$ cat config.mk
export PLATFORM = sky130hd
export DESIGN_NAME = flash_cmd_decoder
export DESIGN_NICKNAME = d
export VERILOG_FILES = /design/src/rtl/flash_cmd_pkg.sv /design/src/rtl/fcd_seq.sv /design/src/rtl/fcd_id_map.sv /design/src/rtl/fcd_status.sv /design/src/rtl/flash_cmd_decoder.sv
export SDC_FILE = /design/constraint.sdc
export NUM_CORES = 1
export LEC_CHECK = 0
export BUFFER_PORTS_ARGS = -buffer_cell sky130_fd_sc_hd__buf_2
export CAP_MARGIN = 20
export CORE_MARGIN = 5
export CORE_UTILIZATION = 46
export CTS_CLUSTER_DIAMETER = 60
export DETAILED_ROUTE_END_ITERATION = 10
export GPL_ROUTABILITY_DRIVEN = 0
export GPL_TIMING_DRIVEN = 0
export MAX_ROUTING_LAYER = met4
export PLACE_DENSITY = 0.83
export SETUP_SLACK_MARGIN = 0.4
export SLEW_MARGIN = 20
export SYNTH_ARGS = -nofsm -noshare
export SYNTH_HDL_FRONTEND = slang
export SYNTH_SLANG_ARGS = --single-unit
export TNS_END_PERCENT = 30
$ cat constraint.sdc
create_clock -name clk_i -period 6 [get_ports clk_i]
set_input_delay 1.5 -clock clk_i [delete_from_list [all_inputs] [get_ports clk_i]]
set_output_delay 1.5 -clock clk_i [all_outputs]
set_load 0.02 [all_outputs]
$ cat src/rtl/flash_cmd_pkg.sv
package flash_cmd_pkg;
  typedef enum logic [1:0] {MODE_ARRAY = 2'd0, MODE_AUTO = 2'd1, MODE_PROG = 2'd2} mode_e;
  typedef enum logic [2:0] {ST_IDLE, ST_UNL1, ST_UNL2, ST_SETUP, ST_AUTO, ST_PROG} seq_state_e;

  localparam int unsigned   CMD_AW   = 11;
  localparam logic [10:0]   A_UNL1   = 11'h555;
  localparam logic [10:0]   A_UNL2   = 11'h2AA;
  localparam logic [7:0]    D_UNL1   = 8'hAA;
  localparam logic [7:0]    D_UNL2   = 8'h55;
  localparam logic [7:0]    CMD_PGM  = 8'hA0;
  localparam logic [7:0]    CMD_AUTO = 8'h90;
  localparam logic [7:0]    CMD_RST  = 8'hF0;
endpackage

$ cat src/rtl/fcd_seq.sv
module fcd_seq
  import flash_cmd_pkg::*;
#(
  parameter int unsigned AW = 16,
  parameter int unsigned DW = 16
) (
  input  logic          clk_i,
  input  logic          rst_ni,
  input  logic          we_i,
  input  logic [AW-1:0] addr_i,
  input  logic [DW-1:0] wdata_i,
  input  logic          busy_i,
  input  logic          err_i,
  output mode_e         mode_o,
  output logic          start_o,
  output logic [AW-1:0] pgm_addr_o,
  output logic [DW-1:0] pgm_data_o
);
  seq_state_e    state_q, state_d;
  logic          start_q, load;
  logic [AW-1:0] addr_q;
  logic [DW-1:0] data_q;
  logic          is_rst, at_a1, at_a2;

  assign is_rst = wdata_i[7:0] == CMD_RST;
  assign at_a1  = addr_i[CMD_AW-1:0] == A_UNL1;
  assign at_a2  = addr_i[CMD_AW-1:0] == A_UNL2;

  always_comb begin
    state_d = state_q;
    load    = 1'b0;
    unique case (state_q)
      ST_IDLE:  if (we_i && at_a1 && wdata_i[7:0] == D_UNL1) state_d = ST_UNL1;
      ST_UNL1:  if (we_i) state_d = (at_a2 && wdata_i[7:0] == D_UNL2) ? ST_UNL2 : ST_IDLE;
      ST_UNL2:  if (we_i) begin
        if (at_a1 && wdata_i[7:0] == CMD_PGM)       state_d = ST_SETUP;
        else if (at_a1 && wdata_i[7:0] == CMD_AUTO) state_d = ST_AUTO;
        else                                        state_d = ST_IDLE;
      end
      ST_SETUP: if (we_i) begin
        if (is_rst) state_d = ST_IDLE;
        else begin
          state_d = ST_PROG;
          load    = 1'b1;
        end
      end
      ST_AUTO:  if (we_i && is_rst) state_d = ST_IDLE;
      ST_PROG:  if ((we_i && is_rst && err_i) || (!start_q && !busy_i)) state_d = ST_IDLE;
      default:  state_d = ST_IDLE;
    endcase
  end

  always_ff @(posedge clk_i or negedge rst_ni) begin
    if (!rst_ni) begin
      state_q <= ST_IDLE;
      start_q <= 1'b0;
      addr_q  <= '0;
      data_q  <= '0;
    end else begin
      state_q <= state_d;
      start_q <= load;
      if (load) begin
        addr_q <= addr_i;
        data_q <= wdata_i;
      end else if (state_d != ST_PROG) begin
        addr_q <= '0;
        data_q <= '0;
      end
    end
  end

  always_comb begin
    unique case (state_q)
      ST_AUTO: mode_o = MODE_AUTO;
      ST_PROG: mode_o = MODE_PROG;
      default: mode_o = MODE_ARRAY;
    endcase
  end

  assign start_o    = start_q;
  assign pgm_addr_o = addr_q;
  assign pgm_data_o = data_q;

  a_r2_start_single: assert property (@(posedge clk_i) disable iff (!rst_ni)
    start_q |=> !start_q);
  a_r2_start_in_prog: assert property (@(posedge clk_i) disable iff (!rst_ni)
    start_q |-> state_q == ST_PROG);
  a_r10_latch_clear: assert property (@(posedge clk_i) disable iff (!rst_ni)
    state_q != ST_PROG |-> (addr_q == '0 && data_q == '0));
  a_r10_exit_idle: assert property (@(posedge clk_i) disable iff (!rst_ni)
    (state_q == ST_PROG && !start_q && !busy_i) |=> state_q == ST_IDLE);
  a_r8_prog_hold: assert property (@(posedge clk_i) disable iff (!rst_ni)
    (state_q == ST_PROG && (start_q || busy_i) && !(we_i && is_rst && err_i)) |=> state_q == ST_PROG);
  a_r7_auto_hold: assert property (@(posedge clk_i) disable iff (!rst_ni)
    (state_q == ST_AUTO && !(we_i && is_rst)) |=> state_q == ST_AUTO);
  a_r5_reset_word: assert property (@(posedge clk_i) disable iff (!rst_ni)
    (we_i && is_rst && state_q != ST_PROG) |=> state_q == ST_IDLE);
endmodule

$ cat src/rtl/fcd_id_map.sv
module fcd_id_map #(
  parameter int unsigned AW     = 16,
  parameter int unsigned DW     = 16,
  parameter int unsigned SECT_W = 2,
  parameter logic [DW-1:0] MFR_ID = 16'h0051,
  parameter logic [DW-1:0] DEV_ID = 16'h22A7
) (
  input  logic [AW-1:0]          addr_i,
  input  logic [(1<<SECT_W)-1:0] prot_i,
  input  logic                   burst_i,
  output logic [DW-1:0]          id_o
);
  logic [SECT_W-1:0] sect;
  assign sect = addr_i[AW-1 -: SECT_W];

  always_comb begin
    id_o = '0;
    unique case (addr_i[7:0])
      8'h00:   id_o = MFR_ID;
      8'h01:   id_o = DEV_ID;
      8'h02:   id_o[0] = prot_i[sect];
      8'h03:   id_o[0] = burst_i;
      default: id_o = '0;
    endcase
  end
endmodule

$ cat src/rtl/fcd_status.sv
module fcd_status #(
  parameter int unsigned DW = 16
) (
  input  logic          clk_i,
  input  logic          rst_ni,
  input  logic          prog_i,
  input  logic          re_i,
  input  logic          data7_i,
  input  logic          err_i,
  output logic [DW-1:0] status_o
);
  logic tog_q;

  always_ff @(posedge clk_i or negedge rst_ni) begin
    if (!rst_ni)      tog_q <= 1'b0;
    else if (!prog_i) tog_q <= 1'b0;
    else if (re_i)    tog_q <= ~tog_q;
  end

  always_comb begin
    status_o    = '0;
    status_o[7] = ~data7_i;
    status_o[6] = tog_q;
    status_o[5] = err_i;
  end

  a_r11_toggle_on_read: assert property (@(posedge clk_i) disable iff (!rst_ni)
    (prog_i && re_i) |=> (!prog_i || tog_q != $past(tog_q)));
  a_r11_toggle_steady: assert property (@(posedge clk_i) disable iff (!rst_ni)
    (prog_i && !re_i) |=> (!prog_i || $stable(tog_q)));
endmodule

$ cat src/rtl/flash_cmd_decoder.sv
module flash_cmd_decoder
  import flash_cmd_pkg::*;
#(
  parameter int unsigned   AW     = 16,
  parameter int unsigned   DW     = 16,
  parameter int unsigned   SECT_W = 2,
  parameter logic [DW-1:0] MFR_ID = 16'h0051,
  parameter logic [DW-1:0] DEV_ID = 16'h22A7
) (
  input  logic                   clk_i,
  input  logic                   rst_ni,
  input  logic                   we_i,
  input  logic                   re_i,
  input  logic [AW-1:0]          addr_i,
  input  logic [DW-1:0]          wdata_i,
  input  logic [DW-1:0]          arr_data_i,
  input  logic [(1<<SECT_W)-1:0] prot_i,
  input  logic                   burst_i,
  input  logic                   pgm_busy_i,
  input  logic                   pgm_err_i,
  output logic [DW-1:0]          rdata_o,
  output logic [1:0]             mode_o,
  output logic                   pgm_start_o,
  output logic [AW-1:0]          pgm_addr_o,
  output logic [DW-1:0]          pgm_data_o
);
  mode_e         mode;
  logic [DW-1:0] id_word, stat_word;

  fcd_seq #(.AW(AW), .DW(DW)) i_seq (
    .clk_i, .rst_ni, .we_i, .addr_i, .wdata_i,
    .busy_i(pgm_busy_i), .err_i(pgm_err_i),
    .mode_o(mode), .start_o(pgm_start_o),
    .pgm_addr_o, .pgm_data_o
  );

  fcd_id_map #(.AW(AW), .DW(DW), .SECT_W(SECT_W), .MFR_ID(MFR_ID), .DEV_ID(DEV_ID)) i_id (
    .addr_i, .prot_i, .burst_i, .id_o(id_word)
  );

  fcd_status #(.DW(DW)) i_stat (
    .clk_i, .rst_ni, .prog_i(mode == MODE_PROG), .re_i,
    .data7_i(pgm_data_o[7]), .err_i(pgm_err_i), .status_o(stat_word)
  );

  always_comb begin
    unique case (mode)
      MODE_AUTO: rdata_o = id_word;
      MODE_PROG: rdata_o = stat_word;
      default:   rdata_o = arr_data_i;
    endcase
  end

  assign mode_o = mode;

  a_r12_array_path: assert property (@(posedge clk_i) disable iff (!rst_ni)
    mode == MODE_ARRAY |-> rdata_o == arr_data_i);
endmodule

==> metrics.txt, run 1 <==
Max Slew Vio Count 0; drc violations 0; fmax 0.2166 GHz; Area Growth Syn to Fin 39.50%; leakage power 1.343 nW; total gr overflow 0; CTS Buf Count 5; Post-CTS Hold Buffers 0; routed len/inst 15.85 um; Post-Synthesis Cells 155; Syn. warnings 0; Vias 1750; CTS tree done; io pins 110; Final Instance Area 2444 sq um; Worst-path clk slew 70 ps; final period utilization 0.7695; DIE AREA 5142 sq um; Placeable Area 3689 sq um; Hold Path Sink i_seq.pgm_data_o[14]$_DFFE_PN0P_; critical path class input pin to output pin; clock latency on the worst-skew pair 290 ps; number of DRC markers in iteration 0 75; post-synthesis sequential area ratio 0.5286; vias in the first global route 1766; MaxCap Viol Count 0; DRT antenna net count 0; Synth Register Bits 37; Initial Util 0.4749; most frequent cells in the layout 110 x buf_2, 37 x dfrtp_1, 32 x a22o_1; first-pass GRT wire length 8162 um; Unique masters post-synth 37; register-to-register setup slack 3810 ps; Post-CTS Setup Inserts 0; WHS 503.8 ps; commonest non-fill, non-tap cell in the layout buf_2; Final HPWL DP 3997 um; number of vias per cell 5.469; Final TNS setup 0 ps; Worst Hold Class flop to flop; Total GRT Usage 0.2081; Final Hold Vio Count 0; status finished, final reports clean; Place WS 1363 ps; worst r2r src i_seq.state_q[0]$_DFF_PN0_; CTS root buf clkbuf_8; hold path start i_seq.pgm_data_o[14]$_DFFE_PN0P_; CP required 4500 ps; Final setup viols 0; CTS HTree Levels 2; diode count 0; pwr/cell area 210.6 nW/um^2; Setup crit end kind output pin; Die X 71.71 um; placed instance area 2357 sq um; DRT Pass-1 Iters 4; syn avg cell area 11.30 sq um; nets@finish 330; Crit path arrival time 3120 ps; CP max FO 6; clock sinks 37; layout cells sized above 1 0.4522; largest net degree at the start of global routing 38; I/O Buffers 109; # resized after CTS 0; Post-Syn Area 1752 sq um; initial antenna violation count 0; slew at the pin closest to its max-slew limit 953.8 ps; WHS Path Cells 1; Worst IR Drop VDD 0.0001195 V; CTS Buffer Depth 2; Synth Net Count 214; RSZ-0062 raised after global routing no; Routed WL 5072 um; Final WS setup 1383 ps; worst rel slew slack 0.3593; Die Y 71.71 um; clock skew 2.960 ps; startpoint types input pin; Reg2Reg Capture Point i_seq.pgm_data_o[6]$_DFFE_PN0P_; minimum clock period 4617 ps; row count 22; Worst R2R Path Depth 5
==> cell usage after synthesis <==
cell / count / share of area
a31oi_2: 1 / 0.0071
nand2_1: 13 / 0.028
buf_2: 1 / 0.0029
and2_1: 8 / 0.029
nand4b_1: 3 / 0.015
nor2b_1: 1 / 0.0036
a31oi_1: 3 / 0.011
a21oi_1: 2 / 0.0057
a21boi_1: 1 / 0.0043
o31ai_1: 1 / 0.0043
clkbuf_1: 9 / 0.019
buf_4: 1 / 0.0043
o21ai_1: 2 / 0.0057
xor2_1: 1 / 0.0050
mux2i_1: 2 / 0.011
nor2_4: 1 / 0.0064
or4_1: 3 / 0.013
nor3_1: 2 / 0.0057
nor3b_1: 3 / 0.013
or3_1: 2 / 0.0071
inv_1: 1 / 0.0021
nand4bb_1: 1 / 0.0064
nand4_1: 2 / 0.0071
nor4_1: 3 / 0.011
dfrtp_1: 37 / 0.53
nor2_1: 5 / 0.011
and4b_1: 1 / 0.0057
nor4bb_1: 1 / 0.0057
or4_4: 1 / 0.0064
a2111oi_0: 1 / 0.0050
a22o_1: 32 / 0.16
or3b_1: 2 / 0.010
nand3b_1: 1 / 0.0043
and3b_1: 1 / 0.0050
nand2b_1: 4 / 0.014
mux4_2: 1 / 0.013
a21boi_0: 1 / 0.0043
==> flip-flops by register name, summed over array words and instances, names as in the netlist <==
signal / cells
i_stat.tog_q: 1
i_seq.start_o: 1
i_seq.pgm_addr_o: 16
i_seq.pgm_data_o: 16
i_seq.state_q: 3
==> worst max-delay path by stage <==
| stage | slack, ps | start | end |
|---|---|---|---|
| finish | 1380 | addr_i[2] | rdata_o[7] |
| global route | 1300 | addr_i[2] | rdata_o[7] |
| CTS | 1360 | addr_i[2] | rdata_o[7] |
| detailed placement | 1360 | addr_i[2] | rdata_o[7] |
| global placement | 1380 | addr_i[2] | rdata_o[7] |
| floorplan | 1520 | addr_i[2] | rdata_o[5] |
==> area by class of cell <==
cell class,count,area (sq um)
Fill cell,300,1245
Timing Repair Buffer,109,545.5
Multi-Input combinational cell,106,775.7
Buffer,11,46.29
Inverter,1,3.754
Sequential cell,37,925.9
Clock inverter,3,17.52
Clock buffer,5,68.82
Tap cell,48,60.06
==> cells by family after synthesis <==
kind of cell,after synthesis,share of synthesized area
xor+xnor,1,0.005001
buf+inv,12,0.02857
compound gates,44,0.2071
mux,3,0.02429
simple gates,58,0.2064
flops,37,0.5286
==> critical path: stages <==
cell and delay (ps):
buf_2 110, or3_1 410, or4_1 530, clkbuf_1 180
a31oi_1 200, buf_2 190
==> stage by stage <==
step           utilization  power (mW)  std cells
6_report            0.6625      0.5145        320
5_1_grt             0.6625      0.5393        320
4_1_cts             0.6625      0.5197        320
3_5_place_dp        0.6391      0.3526        312
3_3_place_gp        0.6391      0.3512        312
2_1_floorplan            -      0.3034        155
==> power breakdown <==
part	leakage (nW)	internal (mW)	switching, mW	total [mW]
registers	0.517	0.250	0.00153	0.252
logic	0.782	0.0378	0.0570	0.0949
clock network	0.0439	0.0801	0.0878	0.168
total	1.34	0.368	0.146	0.515
==> routing by layer <==
layer	wire [um]	share of wire	GRT usage
met5	0	0	-
met4	46	0.0091	0.05637
met3	602	0.12	0.06732
met2	2371	0.47	0.3367
met1	2052	0.40	0.2500
Power figures use the tool's default switching activity.
==> run 2, diff against run 1 <==
Settings changed: CORE_UTILIZATION 46 to 38, PLACE_DENSITY 0.83 to 0.73.
Clock period 6 ns to 3.9 ns, I/O delays scaled along.
==> run 2 against run 1 <==
Routed wire length increased by 3.1%. Register-to-register slack got worse by 2100 ps. Global-route usage decreased by 3.8 points. Highest routed layer unchanged. Critical endpoint is now rdata_o[5].
==> metrics.txt, run 2 (synthesis gave the netlist of run 1 again) <==
status finished, final reports clean; MaxCap Viol Count 0 (unchanged); first-pass GRT wire length 8204 um (+0.51%); Final TNS setup 0 ps (unchanged); Final Hold Vio Count 0 (unchanged); number of vias per cell 5.365 (-1.9%); CTS Buf Count 5 (unchanged); clock skew 7.974 ps (+5.014 ps); Die Y 77.90 um (+8.6%); I/O Buffers 109 (unchanged); layout cells sized above 1 0.4708 (+0.01860); DRT antenna net count 0 (unchanged); Setup crit end kind output pin; final period utilization 0.8849; Fillers 393 (+31%); most frequent cells in the layout 107 x buf_2, 37 x dfrtp_1, 32 x a22o_1; Die X 77.90 um (+8.6%); nets@finish 332 (+0.61%); CP required 2920 ps (-1580 ps); clock latency on the worst-skew pair 290 ps (about the same); Area Growth Syn to Fin 45.50%; RSZ-0062 raised after global routing no; fmax 0.2898 GHz; Final Instance Area 2549 sq um (+4.3%); vias in the first global route 1745 (-1.2%); clock sinks 37 (unchanged); CTS tree done; Place WS 299.0 ps (-1064 ps); Vias 1749 (-0.057%); slew at the pin closest to its max-slew limit 963.4 ps (+9.570 ps); initial antenna violation count 0 (unchanged); Worst Hold Class flop to flop; Routed WL 5228 um (+3.1%); Crit path arrival time 2480 ps (-640 ps); CP max FO 5 (-1); fin cells 326 (+1.9%); worst rel slew slack 0.3528 (-0.006429); row count 24 (+9.1%); Worst-path clk slew 70 ps (about the same); routed len/inst 16.04 um (+1.2%); DRT Pass-1 Iters 4 (unchanged); Total GRT Usage 0.1706 (-0.03757); io pins 110 (unchanged); Initial Util 0.3968 (-0.07807); diode count 0 (unchanged); DIE AREA 6068 sq um (+18%); startpoint types input pin; placed cells 316 (+1.3%); Placeable Area 4414 sq um (+20%); pwr/cell area 345.8 nW/um^2 (+64%); Worst IR Drop VDD 0.0002081 V (+74%); Final WS setup 448.9 ps (-934.4 ps); critical path class input pin to output pin; Max Slew Vio Count 0 (unchanged); minimum clock period 3451 ps; leakage power 1.384 nW (+3.0%); CTS root buf clkbuf_8; Final setup viols 0 (unchanged); drc violations 0 (unchanged); number of DRC markers in iteration 0 67 (-11%); CTS HTree Levels 2 (unchanged); placed instance area 2362 sq um (+0.21%); commonest non-fill, non-tap cell in the layout buf_2; CTS Buffer Depth 2 (unchanged); total gr overflow 0 (unchanged); Final HPWL DP 4036 um (+0.98%); largest net degree at the start of global routing 38 (unchanged)
==> run 2: per-stage QoR <==
| stage | utilization | power, mW | hold WS [ps] |
|---|---|---|---|
| after floorplan | - | 0.4668 | 488.2 |
| after global placement | 0.5351 | 0.5402 | 485.7 |
| final | 0.5774 | 0.8814 | 502.7 |
| after CTS | 0.5700 | 0.8874 | 506.2 |
| after global routing | 0.5774 | 0.9190 | 524.2 |
| after detailed placement | 0.5351 | 0.5421 | 485.9 |
==> run 2: path summary, 6_finish.rpt <==
path | startpoint | endpoint | slack (ps) | depth (start not counted)
setup / recovery | addr_i[5] | rdata_o[5] | 450 | 6
hold / removal | i_seq.pgm_data_o[4]$_DFFE_PN0P_ | i_seq.pgm_data_o[4]$_DFFE_PN0P_ | 500 | 1
setup reg to reg | i_seq.state_q[0]$_DFF_PN0_ | i_seq.pgm_addr_o[9]$_DFFE_PN0P_ | 1700 | 5
hold reg to reg | i_seq.pgm_data_o[4]$_DFFE_PN0P_ | i_seq.pgm_data_o[4]$_DFFE_PN0P_ | 500 | 1
max in group asynchronous | rst_ni | i_seq.pgm_data_o[11]$_DFFE_PN0P_ | 2630 | 1
min in group asynchronous | rst_ni | i_seq.pgm_addr_o[14]$_DFFE_PN0P_ | 770 | 1
==> run 2: layout make-up <==
class,count,area (sq um),area share
Sequential cell,37,925.9,0.3633
Multi-Input combinational cell,106,804.5,0.3157
Timing Repair Buffer,111,575.6,0.2258
Clock buffer,7,86.33,0.03387
Tap cell,52,65.06,0.02553
Buffer,11,57.56,0.02258
Clock inverter,1,30.03,0.01178
Inverter,1,3.754,0.001473
==> run 2: layer usage <==
layer	up-vias	global-route usage	part of all wire
li1	827	-	-
met1	824	0.2105	0.43
met2	88	0.2654	0.47
met3	10	0.05671	0.086
met4	0	0.05236	0.015
met5	-	-	0
==> run 2: where the power goes <==
| part | switching (mW) | leakage, nW | internal, mW |
|---|---|---|---|
| logic | 0.0904 | 0.809 | 0.0634 |
| clock network | 0.132 | 0.0585 | 0.208 |
| registers | 0.00243 | 0.517 | 0.385 |
| total | 0.224 | 1.38 | 0.657 |
==> run 2: critical path, cell delays in order <==
cell and delay, ps:
buf_2 120, or3_4 360, or4_4 540, buf_8 150, a31oi_1 150, buf_2 180
==> run 2: what timing repair did <==
action / 4_1_cts / 5_1_grt
setup buffers: 0 / 2
pin swaps: 1 / 4
hold buffers: 0 / 0
endpoints found under the setup margin: 2 / 2
gates resized for setup: 7 / 4
